## config.mk

```make
export PLATFORM = sky130hd
export DESIGN_NAME = linkpoll_sched
export DESIGN_NICKNAME = d
export VERILOG_FILES = /design/src/rtl/linkpoll_pkg.sv /design/src/rtl/linkpoll_countdown.sv /design/src/rtl/linkpoll_down_timer.sv /design/src/rtl/linkpoll_sched.sv
export SDC_FILE = /design/constraint.sdc
export NUM_CORES = 1
export LEC_CHECK = 0
export ABC_AREA = 1
export BUFFER_PORTS_ARGS = -buffer_cell sky130_fd_sc_hd__buf_2
export CORE_AREA = 2 2 67 69
export CTS_BUF_LIST = sky130_fd_sc_hd__clkbuf_16
export DETAILED_ROUTE_END_ITERATION = 10
export DIE_AREA = 0 0 69 71
export GPL_TIMING_DRIVEN = 0
export PLACE_DENSITY = 0.74
export SYNTH_ARGS = -nofsm -noshare
export SYNTH_HDL_FRONTEND = slang
export SYNTH_SLANG_ARGS = --single-unit
```

## constraint.sdc

```tcl
create_clock -name clk -period 1.9 [get_ports clk]
set_clock_uncertainty 0.1 [all_clocks]
set_input_delay 0.38 -clock clk [delete_from_list [all_inputs] [get_ports clk]]
set_output_delay 0.38 -clock clk [all_outputs]
set_load 0.01 [all_outputs]
```

## src/rtl/linkpoll_pkg.sv

```systemverilog
package linkpoll_pkg;

    typedef enum logic [1:0] {
        REG_NONE = 2'b00,
        REG_UP   = 2'b01,
        REG_FAST = 2'b10,
        REG_SLOW = 2'b11
    } regime_e;

    typedef struct packed {
        logic    poll;
        logic    rreq;
        regime_e regime;
    } sched_t;

    function automatic int at_least_one(input int v);
        return (v < 1) ? 1 : v;
    endfunction

    function automatic int max2(input int a, input int b);
        return (a > b) ? a : b;
    endfunction

endpackage

```

## src/rtl/linkpoll_countdown.sv

```systemverilog
module linkpoll_countdown #(
    parameter int W = 8
) (
    input  logic         clk,
    input  logic         rst,
    input  logic         load,
    input  logic [W-1:0] load_val,
    input  logic         dec,
    output logic         zero_o
);
    logic [W-1:0] cnt_d, cnt_q;

    always_comb begin
        cnt_d = cnt_q;
        if (load)
            cnt_d = load_val;
        else if (dec && (cnt_q != '0))
            cnt_d = cnt_q - 1'b1;
    end

    always_ff @(posedge clk) begin
        if (rst) cnt_q <= '0;
        else     cnt_q <= cnt_d;
    end

    assign zero_o = (cnt_q == '0);
endmodule

```

## src/rtl/linkpoll_down_timer.sv

```systemverilog
module linkpoll_down_timer #(
    parameter int W   = 13,
    parameter int SAT = 6000
) (
    input  logic         clk,
    input  logic         rst,
    input  logic         tick,
    input  logic         start,
    input  logic         clear,
    output logic         armed_o,
    output logic [W-1:0] span_o
);
    localparam logic [W-1:0] SAT_V = W'(SAT);

    logic         armed_d, armed_q;
    logic [W-1:0] cnt_d, cnt_q;
    logic [W-1:0] bump;

    always_comb begin
        bump    = (cnt_q >= SAT_V) ? cnt_q : cnt_q + 1'b1;
        armed_d = armed_q;
        cnt_d   = cnt_q;
        if (clear) begin
            armed_d = 1'b0;
            cnt_d   = '0;
        end else if (start) begin
            armed_d = 1'b1;
            cnt_d   = '0;
        end else if (tick && armed_q) begin
            cnt_d   = bump;
        end
    end

    always_ff @(posedge clk) begin
        if (rst) begin
            armed_q <= 1'b0;
            cnt_q   <= '0;
        end else begin
            armed_q <= armed_d;
            cnt_q   <= cnt_d;
        end
    end

    assign armed_o = armed_q;
    assign span_o  = (tick && armed_q) ? bump : cnt_q;
endmodule

```

## src/rtl/linkpoll_sched.sv

```systemverilog
module linkpoll_sched
    import linkpoll_pkg::*;
#(
    parameter int UP_MS          = 421,
    parameter int FAST_MS        = 149,
    parameter int SLOW_MS        = 1117,
    parameter int FAST_WIN_MS    = 6000,
    parameter int HOLD_MASTER_MS = 97,
    parameter int HOLD_SLAVE_MS  = 149
) (
    input  logic       clk,
    input  logic       rst,
    input  logic       ms_tick,
    input  logic       link_up,
    input  logic       role_slave,
    output logic       poll_o,
    output logic       phy_rst_req_o,
    output logic [1:0] regime_o
);
    localparam int UP_L   = at_least_one(UP_MS);
    localparam int FAST_L = at_least_one(FAST_MS);
    localparam int SLOW_L = at_least_one(SLOW_MS);
    localparam int MAXV   = max2(max2(UP_L, max2(FAST_L, SLOW_L)),
                                 max2(HOLD_MASTER_MS, HOLD_SLAVE_MS));
    localparam int WW     = $clog2(MAXV + 1);
    localparam int DW     = (FAST_WIN_MS < 1) ? 1 : $clog2(FAST_WIN_MS + 1);

    localparam logic [WW-1:0] UP_LD   = WW'(UP_L - 1);
    localparam logic [WW-1:0] FAST_LD = WW'(FAST_L - 1);
    localparam logic [WW-1:0] SLOW_LD = WW'(SLOW_L - 1);
    localparam logic [WW-1:0] HOLD_M  = WW'(HOLD_MASTER_MS);
    localparam logic [WW-1:0] HOLD_S  = WW'(HOLD_SLAVE_MS);
    localparam logic [DW-1:0] WIN_V   = DW'(FAST_WIN_MS);

    sched_t        st_d, st_q;
    logic          hold_zero, wait_zero;
    logic          poll_due, down_poll, up_poll, go_fast;
    logic          dn_armed;
    logic [DW-1:0] dn_span, elapsed;
    logic [WW-1:0] wait_val, hold_val;

    // hold-off after a reset request; counts first
    linkpoll_countdown #(.W(WW)) u_hold (
        .clk      (clk),
        .rst      (rst),
        .load     (down_poll),
        .load_val (hold_val),
        .dec      (ms_tick),
        .zero_o   (hold_zero)
    );

    // poll interval; counts only once the hold-off is spent
    linkpoll_countdown #(.W(WW)) u_wait (
        .clk      (clk),
        .rst      (rst),
        .load     (poll_due),
        .load_val (wait_val),
        .dec      (ms_tick && hold_zero),
        .zero_o   (wait_zero)
    );

    linkpoll_down_timer #(.W(DW), .SAT(FAST_WIN_MS)) u_down (
        .clk     (clk),
        .rst     (rst),
        .tick    (ms_tick),
        .start   (down_poll && !dn_armed),
        .clear   (up_poll),
        .armed_o (dn_armed),
        .span_o  (dn_span)
    );

    always_comb begin
        poll_due  = ms_tick && hold_zero && wait_zero;
        down_poll = poll_due && !link_up;
        up_poll   = poll_due && link_up;
        elapsed   = dn_armed ? dn_span : '0;
        go_fast   = (elapsed < WIN_V);
        hold_val  = role_slave ? HOLD_S : HOLD_M;

        if (link_up)      wait_val = UP_LD;
        else if (go_fast) wait_val = FAST_LD;
        else              wait_val = SLOW_LD;

        st_d        = st_q;
        st_d.poll   = poll_due;
        st_d.rreq   = down_poll;
        if (up_poll)
            st_d.regime = REG_UP;
        else if (down_poll)
            st_d.regime = go_fast ? REG_FAST : REG_SLOW;
    end

    always_ff @(posedge clk) begin
        if (rst) st_q <= '{poll: 1'b0, rreq: 1'b0, regime: REG_NONE};
        else     st_q <= st_d;
    end

    assign poll_o        = st_q.poll;
    assign phy_rst_req_o = st_q.rreq;
    assign regime_o      = st_q.regime;
endmodule

```

# ---- Word-level counts from Yosys, hierarchy flattened
# Index checks and enable logic that the tools add are counted.
dict set report classes {
  n_addsub 3
  order_cmp 2
  muxes 13
  n_reduce_logical 19
}
# cell count
set ops {}
lappend ops {{$mux 11} 6}
lappend ops {{$mux 13} 3}
lappend ops {{$logic_not 11->1} 2}
lappend ops {{$reduce_bool 11->1} 2}
lappend ops {{$sub 11x1->11 const B} 2}
lappend ops {{$add 13x1->13 const B} 1}
lappend ops {{$ge 13x13->1 const B} 1}
lappend ops {{$lt 13x13->1 const B} 1}
lappend ops {{$logic_and 1x1->1} 8}
lappend ops {{$mux 8} 1}
lappend ops {{$reduce_bool 2->1} 3}
lappend ops {{$mux 1} 3}
lappend ops {{$reduce_or 3->1} 1}
lappend ops {{$logic_not 1->1} 2}
lappend ops {{$reduce_or 2->1} 1}
dict set report word_totals {
  register_bits 40
  inputBits 5
  out_inout_bits 4
  wordCells 45
}

# ---- Depth between registers and ports, before layout
# Gate-level depths: netlist of the first run.
dict set report depth {
  depth_word 8
  ltp_mapped 18
  ltp_nobuf 17
}

# ---- Hierarchy
# Synthesis of the first run repeated with hierarchy kept, for this count alone.
dict set report hier_totals {
  hier_cells 416
  area_unflattened_um2 2702.6
}
# mod instances cells_per_inst area_each_um2
set modules_own_cells {}
lappend modules_own_cells {linkpoll_countdown 2 118 785.8}
lappend modules_own_cells {linkpoll_down_timer 1 144 902.1}
lappend modules_own_cells {linkpoll_sched 1 36 229.0}

# ---- Worst setup path after synthesis of the first run
# Ideal clock, no wire load.
dict set report synth_timing {
  path_type {reg-to-reg}
  from {reg u_wait.cnt_q[0]}
  to {reg u_down.cnt_q[11]}
  arrival_time_ns 1.714
  required_ns 1.679
  slack_ns -0.036
  stages_incl_launch_ff 15
  path_buffers 1
  synth_period_minus_slack_ns 1.936
  path_cell_list {dfxtp_1 -> inv_1 -> ha_1 -> nand2_1 -> nor2_1 -> nand2_1 -> inv_1 -> nand4_1 -> nor2_4 -> a21oi_1 -> inv_1 -> a21oi_1 -> inv_2 -> buf_4 -> nor2_1}
}
dict set report synth_between {
  elab_chain_cells 5
}
# element line
set synth_lines {}
lappend synth_lines {{start, declared} linkpoll_countdown.sv:11} ;# logic [W-1:0] cnt_d, cnt_q;
lappend synth_lines {{start signal, assigned} linkpoll_countdown.sv:23} ;# else cnt_q <= cnt_d;
lappend synth_lines {{$logic_not 11->1 *} linkpoll_countdown.sv:26} ;# assign zero_o = (cnt_q == '0);
lappend synth_lines {{$logic_and 1x1->1 *} linkpoll_sched.sv:73} ;# poll_due = ms_tick && hold_zero && wait_zero;
lappend synth_lines {{$logic_and 1x1->1} linkpoll_sched.sv:74} ;# down_poll = poll_due && !link_up;
lappend synth_lines {{$logic_and 1x1->1} linkpoll_sched.sv:66} ;# .start (down_poll && !dn_armed),
lappend synth_lines {{$reduce_or 3->1 (no line) *} n/a}
lappend synth_lines {{end signal, assigned} linkpoll_down_timer.sv:40} ;# cnt_q <= cnt_d;
lappend synth_lines {{end, declared} linkpoll_down_timer.sv:16} ;# logic [W-1:0] cnt_d, cnt_q;
# Mark *: on every way between the ends. The rest lies on a longest branch, timed or not.
# A chain may end at the register's enable or synchronous reset.

# ---- Final worst setup path of the first run
dict set report layout_timing {
  from {reg u_hold.cnt_q[1]}
  to {reg u_hold.cnt_q[1]}
}
dict set report layout_between {
  elab_chain_cells 5
}
# element line
set layout_lines {}
lappend layout_lines {{start, declared} linkpoll_countdown.sv:11}
lappend layout_lines {{start signal, assigned} linkpoll_countdown.sv:23}
lappend layout_lines {{branches (longest 5 deep; another with $sub 11x1->11)} n/a}
# Parallel ways; which one is timed is not known. The select of a mux whose other input is x is not followed.

==> impl_metrics.json, run 1 <==
{
  "status": "finished, violations left",
  "violations": "setup timing",
  "nNetsFinal": 391,
  "fp.dieArea_um2": 4900,
  "grt_pass1_wl_mm": 9.63,
  "yosys.cell_types.count": 35,
  "yosysSeqAreaShare_pct": 36.4,
  "firstDrtPassIters": 5,
  "async_flop_share_pct": 0,
  "post-route-util_pct": 76.7,
  "vias_per_cell": 5.32,
  "ys_ff_latch": 40,
  "cts_tree": "yes",
  "critPathMaxStageDelay_ns": 0.37,
  "clk_latency_ns": 0.28,
  "powerDensity_nw_per_um2": 1830,
  "die_x_um": 69,
  "path_class": "reg -> reg",
  "route.detailed.drc": 0,
  "vias": 2314,
  "avgSynthCellArea_um2": 6.84,
  "ctsHoldBuffers": 0,
  "synth-simple-area-share_pct": 36.8,
  "ys.flop_type": "dfxtp_1",
  "synth_top_area_share_pct": 36.4,
  "routabilityCongestion": 0.824,
  "synth_mux_area_share_pct": 0,
  "synth_edf_count": 0,
  "syn2layout_area_growth_pct": 46.7,
  "cts.sinks": 40,
  "io_pins": 9,
  "p_leak_nw": 1.37,
  "tns_ns": -3.26,
  "gr-total-overflow": 0,
  "diodes": 0,
  "fin_crit_ns": 2.05,
  "grtUsageTotal_pct": 24.2,
  "fill_cells": 290,
  "dp_cells": 381,
  "cpLargestDelayFamily": "simple AND/OR/NAND/NOR gates",
  "synthAdderAreaFrac_pct": 2.28,
  "p_switching_mw": 2.64,
  "total_power_mw": 5.89,
  "synth.largest_area_cell": "dfxtp_1",
  "drive_gt1_share_pct": 47.8,
  "synth_top_family_by_area": "simple AND/OR/NAND/NOR gates",
  "antenna_left": 0,
  "fin_ws_ns": -0.155,
  "crit_path_end_kind": "register",
  "finalSetupViolCount": 33,
  "dpl_cell_area_um2": 2320,
  "slew_headroom_pct": 57.4,
  "clockBufferDepth": 2,
  "die_h_um": 71,
  "final_area_um2": 3220,
  "cp_max_fo": 9,
  "syn-num-nets": 330,
  "io_buffers": 8,
  "max_freq_mhz": 487,
  "cpMostUsedCell": "nor2_4",
  "p_int_mw": 3.26,
  "swShare_pct": 44.8,
  "final_hold_viol_count": 0,
  "synthCells": 321,
  "path_clk_slew_ns": 0.05,
  "clock_power_share_pct": 13.5,
  "tightest_slew_ns": 0.639,
  "arrival_ns": 2.16,
  "cts_max_level": 2,
  "dp_slack_ns": -0.364,
  "antenna_found_initial": 0,
  "synth.top_cells.by_area": "dfxtp_1 (36%), nand2_1 (12%), nor2_1 (7.5%), inv_1 (7.0%), a21oi_1 (5.0%)",
  "stdcell_count": 435,
  "netlist_area_um2": 2200,
  "worst_hold_slack_ns": 0.229,
  "cap_violations": 0,
  "critPathLaunchType": "register",
  "grt_setup_unrepaired": "yes",
  "synth-compound-area-share_pct": 9.40,
  "grt_max_degree": 13,
  "finalMaxSlewViolations": 0,
  "yosysMostFrequentCell": "nand2_1",
  "routed_wl_mm": 6.33,
  "dpl.hpwl_mm": 3.39,
  "num_rows": 24,
  "synth_warnings": 0,
  "min_path_type": "in -> reg",
  "path_buf_inv": 2,
  "core_area_um2": 4200,
  "path_cells": "inv_2 > ha_4 > nand3_4 > nor2_4 > nand2_2 > nor2_4 > nor2_2 > inv_1 > or2_2 > a21oi_1",
  "grt_pass1_vias": 2234,
  "ir_drop_mv": 1.21,
  "root_buffer": "clkbuf_16",
  "wl_per_cell_um": 14.6,
  "p_seq_share_pct": 22.6,
  "synthTopCellsByCount": "nand2_1 (68), nor2_1 (44), inv_1 (41)",
  "slowest_stage": "dfxtp_1",
  "drt_iter0_drc": 115,
  "start_util_pct": 52.3,
  "cts_buffers": 5,
  "min_period_over_period_pct": 108,
  "required_ns": 2.01,
  "combPwrFrac_pct": 64.0,
  "synth_xor_area_share_pct": 5.98
}
area by class of cell:
type / instances / area (um2) / share of cell area [%]
inverters: 46 / 189 / 5.86
clock buffers: 5 / 125 / 3.88
well taps: 52 / 65.1 / 2.02
repair buffers: 54 / 419 / 13.0
clock inverters: 3 / 13.8 / 0.427
flip-flops and latches: 40 / 833 / 25.9
multi-input cells: 231 / 1550 / 48.0
plain buffers: 4 / 30.0 / 0.932
power groups by stage:
stage | Sequential, mW | Clock, mW | Combinational [mW]
6_report | 1.33 | 0.795 | 3.77
5_1_grt | 1.35 | 0.831 | 4.12
4_1_cts | 1.30 | 0.803 | 3.10
3_5_place_dp | 1.30 | 0 | 2.22
3_3_place_gp | 1.28 | 0 | 2.18
2_1_floorplan | 1.27 | 0 | 1.82
logic make-up after synthesis:
family,count (synthesis)
adders and majority gates,4
and+or+nand+nor,174
AOI/OAI and AO/OA,38
xor gates and xnor gates,15
DFF,40
buffers and inverters,50
flip-flops by register name, summed over array words and instances, names as in the netlist, named ones only:
| register | cells |
|---|---|
| u_down.cnt_q | 9 |
| phy_rst_req_o | 1 |
| regime_o | 2 |
| u_hold.cnt_q | 11 |
| poll_o | 1 |
| u_wait.cnt_q | 11 |
| u_down.armed_o | 1 |
cell usage in the layout (no fill, tap or decap), types with 8 or more instances in the layout:
| cell type | synthesis | routed |
|---|---|---|
| xor2_1 | 11 | 9 |
| a21oi_2 | 1 | 8 |
| inv_1 | 41 | 25 |
| dfxtp_1 | 40 | 24 |
| inv_2 | 4 | 15 |
| nand3_1 | 22 | 13 |
| buf_4 | 1 | 37 |
| nand2_2 | 6 | 15 |
| a21oi_1 | 22 | 15 |
| nor2_1 | 44 | 26 |
| buf_2 | 0 | 8 |
| nor2_4 | 2 | 10 |
| nand2_1 | 68 | 54 |
| nand3_2 | 1 | 8 |
| nand4_1 | 9 | 9 |
| buf_6 | 1 | 11 |
| nor2_2 | 5 | 15 |
| dfxtp_2 | 0 | 11 |
what timing repair did:
| item | 4_1_cts | 5_1_grt |
|---|---|---|
| gates cloned | 1 | 0 |
| buffers inserted | 33 | 15 |
| endpoints found under the setup margin | 36 | 39 |
| gates resized for setup | 56 | 83 |
| hold endpoints to repair | 0 | 0 |
| pin swaps | 20 | 30 |
layer usage:
metal / vias to the layer above / GRT usage [%] / share of wire (%)
met3: 12 / 3.42 / 3.4
li1: 1145 / - / -
met4: 0 / 10.7 / 2.2
met2: 64 / 45.2 / 54
met5: - / 0 / 0
met1: 1093 / 27.3 / 40
final timing paths:
path / from / endpoint / slack (ns) / cells past startpoint
setup reg to reg: u_hold.cnt_q[1] / u_hold.cnt_q[1] / -0.15 / 10
hold / removal: rst / u_hold.cnt_q[2] / 0.23 / 2
setup / recovery: u_hold.cnt_q[1] / u_hold.cnt_q[1] / -0.15 / 10
hold reg to reg: regime_o[1] / regime_o[1] / 0.38 / 2
Note: power is estimated with default switching activity, not from simulation.
==> run 2: changes to the inputs <==
--- a/config.mk
+++ b/config.mk
@@ -7,12 +7,12 @@
 export LEC_CHECK = 0
 export ABC_AREA = 1
 export BUFFER_PORTS_ARGS = -buffer_cell sky130_fd_sc_hd__buf_2
-export CORE_AREA = 2 2 67 69
-export CTS_BUF_LIST = sky130_fd_sc_hd__clkbuf_16
+export CORE_AREA = 2 2 66 68
+export CTS_BUF_LIST = sky130_fd_sc_hd__clkbuf_4
 export DETAILED_ROUTE_END_ITERATION = 10
-export DIE_AREA = 0 0 69 71
+export DIE_AREA = 0 0 68 70
 export GPL_TIMING_DRIVEN = 0
-export PLACE_DENSITY = 0.74
+export PLACE_DENSITY = 0.76
 export SYNTH_ARGS = -nofsm -noshare
 export SYNTH_HDL_FRONTEND = slang
 export SYNTH_SLANG_ARGS = --single-unit
==> run 2 against run 1 <==
The flow still finishes with violations (setup timing). Clock power is 44% lower. Routed wire length rose by 2.7%. Via count is 4.1% higher. Largest power group unchanged. Core utilization grew 0.054 points. Count of clock-buffer cells in the layout up 2.
==> impl_metrics.json, run 2 (same netlist as run 1, synthesis figures left out) <==
{
  "path_class": "reg -> reg",
  "grt_setup_unrepaired": "yes",
  "max_freq_mhz": 483,
  "required_ns": 2.06,
  "worst_hold_slack_ns": 0.130,
  "min_path_type": "in -> reg",
  "clk_latency_ns": 0.36,
  "nNetsFinal": 407,
  "core_area_um2": 4140,
  "grt_max_degree": 12,
  "fill_cells": 279,
  "crit_path_end_kind": "register",
  "powerDensity_nw_per_um2": 1780,
  "cts.sinks": 40,
  "final_common_cell": "buf_4",
  "tns_ns": -3.68,
  "finalSetupViolCount": 33,
  "slowest_stage": "dfxtp_2",
  "route.detailed.drc": 0,
  "final_area_um2": 3180,
  "violations": "setup timing",
  "status": "finished, violations left",
  "drt_iter0_drc": 137,
  "io_buffers": 8,
  "arrival_ns": 2.23,
  "path_clk_slew_ns": 0.12,
  "multi_input_area_um2": 1490,
  "antenna_found_initial": 0,
  "cpMostUsedCell": "nor2_4",
  "min_period_over_period_pct": 109,
  "routed_wl_mm": 6.50,
  "clockBufferDepth": 2,
  "dpl_cell_area_um2": 2320,
  "largestRegisters": "u_hold.cnt_q: 11 flops, u_wait.cnt_q: 11 flops, u_down.cnt_q: 9 flops",
  "die_h_um": 70,
  "path_cells": "inv_2 > nand2_2 > nor2_4 > nand3_2 > nor2_4 > nand4_1 > nor3_4 > buf_4 > nor3_1 > o31ai_2 > inv_1",
  "slew_headroom_pct": 58.4,
  "io_pins": 9,
  "critPathMaxStageDelay_ns": 0.35,
  "cap_violations": 0,
  "vias": 2409,
  "final_hold_viol_count": 0,
  "diodes": 0,
  "p_leak_nw": 1.40,
  "cts_buffers": 5,
  "grt_pass1_vias": 2149,
  "vias_per_cell": 5.34,
  "gr-total-overflow": 0,
  "grtUsageTotal_pct": 24.0,
  "wl_per_cell_um": 14.4,
  "start_util_pct": 53.0,
  "die_x_um": 68,
  "ir_drop_mv": 1.11,
  "cp_max_fo": 3,
  "routabilityCongestion": 0.837,
  "dpl.hpwl_mm": 3.30,
  "tightest_slew_ns": 0.624,
  "fin_ws_ns": -0.172,
  "cts_max_level": 2,
  "syn2layout_area_growth_pct": 44.7,
  "antenna_left": 0,
  "dp_slack_ns": -0.381,
  "firstDrtPassIters": 5,
  "drive_gt1_share_pct": 47.9,
  "finalMaxSlewViolations": 0,
  "cts_tree": "yes",
  "critPathLaunchType": "register",
  "fin_crit_ns": 2.07,
  "grt_pass1_wl_mm": 8.87,
  "fp.dieArea_um2": 4760,
  "final-seq-area_um2": 837,
  "layout_common_cells": "buf_4 (57), nand2_1 (54), nor2_1 (30), inv_1 (27), dfxtp_1 (21)",
  "root_buffer": "clkbuf_4",
  "num_rows": 24
}
## run 2: critical path, delay by kind of cell (launching register included)
family,cells,cell delay [ns]
buffers and inverters,3,0.29
AOI/OAI and AO/OA,1,0.23
and+or+nand+nor,7,1.01
DFF,1,0.35
## run 2: power by group
| group | switching [mW] | internal (mW) | total [mW] |
|---|---|---|---|
| Combinational | 2.16 | 1.73 | 3.89 |
| Clock | 0.278 | 0.171 | 0.449 |
| Sequential | 0.224 | 1.10 | 1.33 |
## run 2: stage by stage
stage / util, % / power [mW] / std cells
2_1_floorplan: - / 3.09 / 321
3_3_place_gp: 55.9 / 3.45 / 381
3_5_place_dp: 55.9 / 3.50 / 381
4_1_cts: 68.2 / 4.99 / 428
5_1_grt: 76.7 / 6.01 / 451
6_report: 76.7 / 5.66 / 451
## run 2: timing repair
action	in CTS	in global routing
pin swaps	24	23
cloned	1	1
buffers inserted	39	24
gates resized for setup	60	55
endpoints found under the setup margin	37	38
hold buffers	0	0
## run 2: cell type report
class / instances / area share, %
Buffer: 4 / 0.945
Clock buffer: 7 / 1.65
Clock inverter: 1 / 0.118
Inverter: 46 / 5.63
Multi-Input combinational cell: 231 / 47.0
Sequential cell: 40 / 26.3
Tap cell: 52 / 2.05
Timing Repair Buffer: 69 / 16.1
Timing Repair inverter: 1 / 0.157
## run 2: path summary, 6_finish.rpt
kind | slack [ns] | from | cells after the start | end
worst max register to register | -0.17 | u_hold.cnt_q[2] | 11 | u_hold.cnt_q[6]
worst max-delay path | -0.17 | u_hold.cnt_q[2] | 11 | u_hold.cnt_q[6]
worst min register to register | 0.39 | u_hold.cnt_q[0] | 2 | u_hold.cnt_q[0]
worst min-delay path | 0.13 | rst | 2 | u_hold.cnt_q[2]
## run 2: routing by layer
layer | GRT usage [%] | vias to the layer above | wire, um
met1 | 27.6 | 1123 | 2590
li1 | - | 1185 | -
met4 | 8.44 | 0 | 145
met2 | 42.4 | 82 | 3440
met3 | 5.31 | 19 | 323
met5 | 0 | - | 0
==> run 3: changes to the inputs <==
--- a/config.mk
+++ b/config.mk
@@ -12,7 +12,7 @@
 export DETAILED_ROUTE_END_ITERATION = 10
 export DIE_AREA = 0 0 68 70
 export GPL_TIMING_DRIVEN = 0
-export PLACE_DENSITY = 0.76
+export PLACE_DENSITY_LB_ADDON = 0.2
 export SYNTH_ARGS = -nofsm -noshare
 export SYNTH_HDL_FRONTEND = slang
 export SYNTH_SLANG_ARGS = --single-unit
==> run 3 against run 2 <==
Global-route usage grew 1.1 points. Die area unchanged. The run still ends with setup timing left. Largest cell class unchanged. Combinational power increased by 12%. Count of clock-buffer cells in the layout shrank 1. Fmax is 0.99% lower. Sequential share of layout area fell by 1.2 points. Routed wire length grew 6.0%. Non-clock buffer count is 1 higher. Via count up 3.9%. Highest routed layer unchanged. Critical endpoint is now u_wait.cnt_q[7]. Worst setup slack got worse by 0.021 ns.
==> impl_metrics.json, run 3 (same netlist as run 1, synthesis figures left out) <==
{
  "antenna_found_initial": 0,
  "max_freq_mhz": 478,
  "post-route-util_pct": 80.7,
  "clockBufferDepth": 2,
  "cts_max_level": 2,
  "arrival_ns": 2.22,
  "diodes": 0,
  "final_common_cell": "nand2_1",
  "dp_slack_ns": -0.404,
  "syn2layout_area_growth_pct": 52.2,
  "finalSetupViolCount": 29,
  "cpLargestDelayFamily": "simple AND/OR/NAND/NOR gates",
  "cap_violations": 0,
  "grt_max_degree": 12,
  "grt_setup_unrepaired": "yes",
  "vias_per_cell": 5.54,
  "nNetsFinal": 409,
  "violations": "setup timing",
  "path_buf_inv": 3,
  "dpl.hpwl_mm": 3.29,
  "largestRegisters": "u_hold.cnt_q: 11 flops, u_wait.cnt_q: 11 flops, u_down.cnt_q: 9 flops",
  "num_rows": 24,
  "critPathMaxStageDelay_ns": 0.33,
  "final_hold_viol_count": 0,
  "slowest_stage": "dfxtp_2",
  "fin_ws_ns": -0.192,
  "clk_latency_ns": 0.35,
  "path_cells": "inv_2 > nand2_2 > nor2_4 > nand3_4 > nor2_4 > nand2_2 > nor2_4 > nand2_4 > nor2_4 > nand2_4 > buf_12 > clkinv_8 > nand3_4 > nand2_2 > a21oi_2",
  "io_pins": 9,
  "grtUsageTotal_pct": 25.1,
  "slew_headroom_pct": 61.7,
  "grt_pass1_vias": 2212,
  "powerDensity_nw_per_um2": 1820,
  "layout_common_cells": "nand2_1 (52), buf_4 (50), nor2_1 (25), inv_1 (24), dfxtp_1 (21)",
  "finalMaxSlewViolations": 0,
  "antenna_left": 0,
  "core_area_um2": 4140,
  "path_clk_slew_ns": 0.11,
  "cts.sinks": 40,
  "required_ns": 2.03,
  "die_x_um": 68,
  "wl_per_cell_um": 15.2,
  "io_buffers": 8,
  "route.detailed.drc": 0,
  "path_class": "reg -> reg",
  "vias": 2503,
  "drt_iter0_drc": 154,
  "gr-total-overflow": 0,
  "cts_tree": "yes",
  "firstDrtPassIters": 4,
  "min_period_over_period_pct": 110,
  "root_buffer": "clkbuf_4",
  "ir_drop_mv": 1.34,
  "ctsHoldBuffers": 0,
  "p_leak_nw": 1.46,
  "min_path_type": "in -> reg",
  "status": "finished, violations left",
  "drive_gt1_share_pct": 52.3,
  "die_h_um": 70,
  "routed_wl_mm": 6.89,
  "critPathLaunchType": "register",
  "cp_max_fo": 4,
  "fp.dieArea_um2": 4760,
  "grt_pass1_wl_mm": 9.25,
  "cts_buffers": 5,
  "start_util_pct": 53.0,
  "routabilityCongestion": 0.836,
  "tightest_slew_ns": 0.574,
  "crit_path_end_kind": "register",
  "fin_crit_ns": 2.09,
  "cpMostUsedCell": "nor2_4"
}
run 3: changes by cell type in the layout (fill, tap and decap cells not counted), sizes merged:
| cell | previous run | this run |
|---|---|---|
| buf | 71 | 72 |
| clkbuf | 9 | 8 |
| nor2 | 51 | 52 |
run 3: what timing repair did:
action | CTS | global route
pin swaps | 23 | 52
buffers inserted | 43 | 25
gates resized for setup | 74 | 85
cloned | 1 | 2
endpoints found under the setup margin | 35 | 37
run 3: routing by layer:
layer  GRT usage, %  vias up  part of all wire (%)
li1               -     1186                     -
met1           29.3     1199                    39
met2           43.1       94                    53
met3           6.28       24                   5.1
met4           9.56        0                   2.6
met5              0        -                     0
run 3: area by class of cell:
cell class	instances	area, um2
clock inverter	1	5.00
buffer	4	30.0
sequential	40	840
fill	259	801
multi-input combinational	232	1600
timing repair inverter	1	5.00
timing repair buffer	70	559
tap	52	65.1
inverter	46	199
clock buffer	6	45.0
run 3: where the power goes:
part           total, mW  switching [mW]  internal, mW
clock              0.417           0.266         0.151
sequential          1.34           0.235          1.10
combinational       4.34            2.35          1.99
total               6.09            2.85          3.24
run 3: final timing paths:
path                                      start         endpoint  slack (ns)  cells past startpoint
worst max register to register  u_hold.cnt_q[2]  u_wait.cnt_q[7]       -0.19                     15
worst min-delay path                        rst  u_hold.cnt_q[2]        0.14                      2
worst max-delay path            u_hold.cnt_q[2]  u_wait.cnt_q[7]       -0.19                     15
worst min register to register  u_hold.cnt_q[0]  u_hold.cnt_q[0]        0.37                      2
run 3: through the flow:
step	instances	power (mW)	setup TNS [ns]	hold slack, ns	cell area [um2]
finish	452	6.09	-3.80	0.144	3340
floorplan	321	3.09	-0.000852	0.341	2210
CTS	431	5.03	-1.18	0.146	2910
global route	452	6.45	-7.15	0.143	3340
detailed placement	381	3.51	-8.91	0.356	2320
global placement	381	3.47	-8.52	0.349	2320
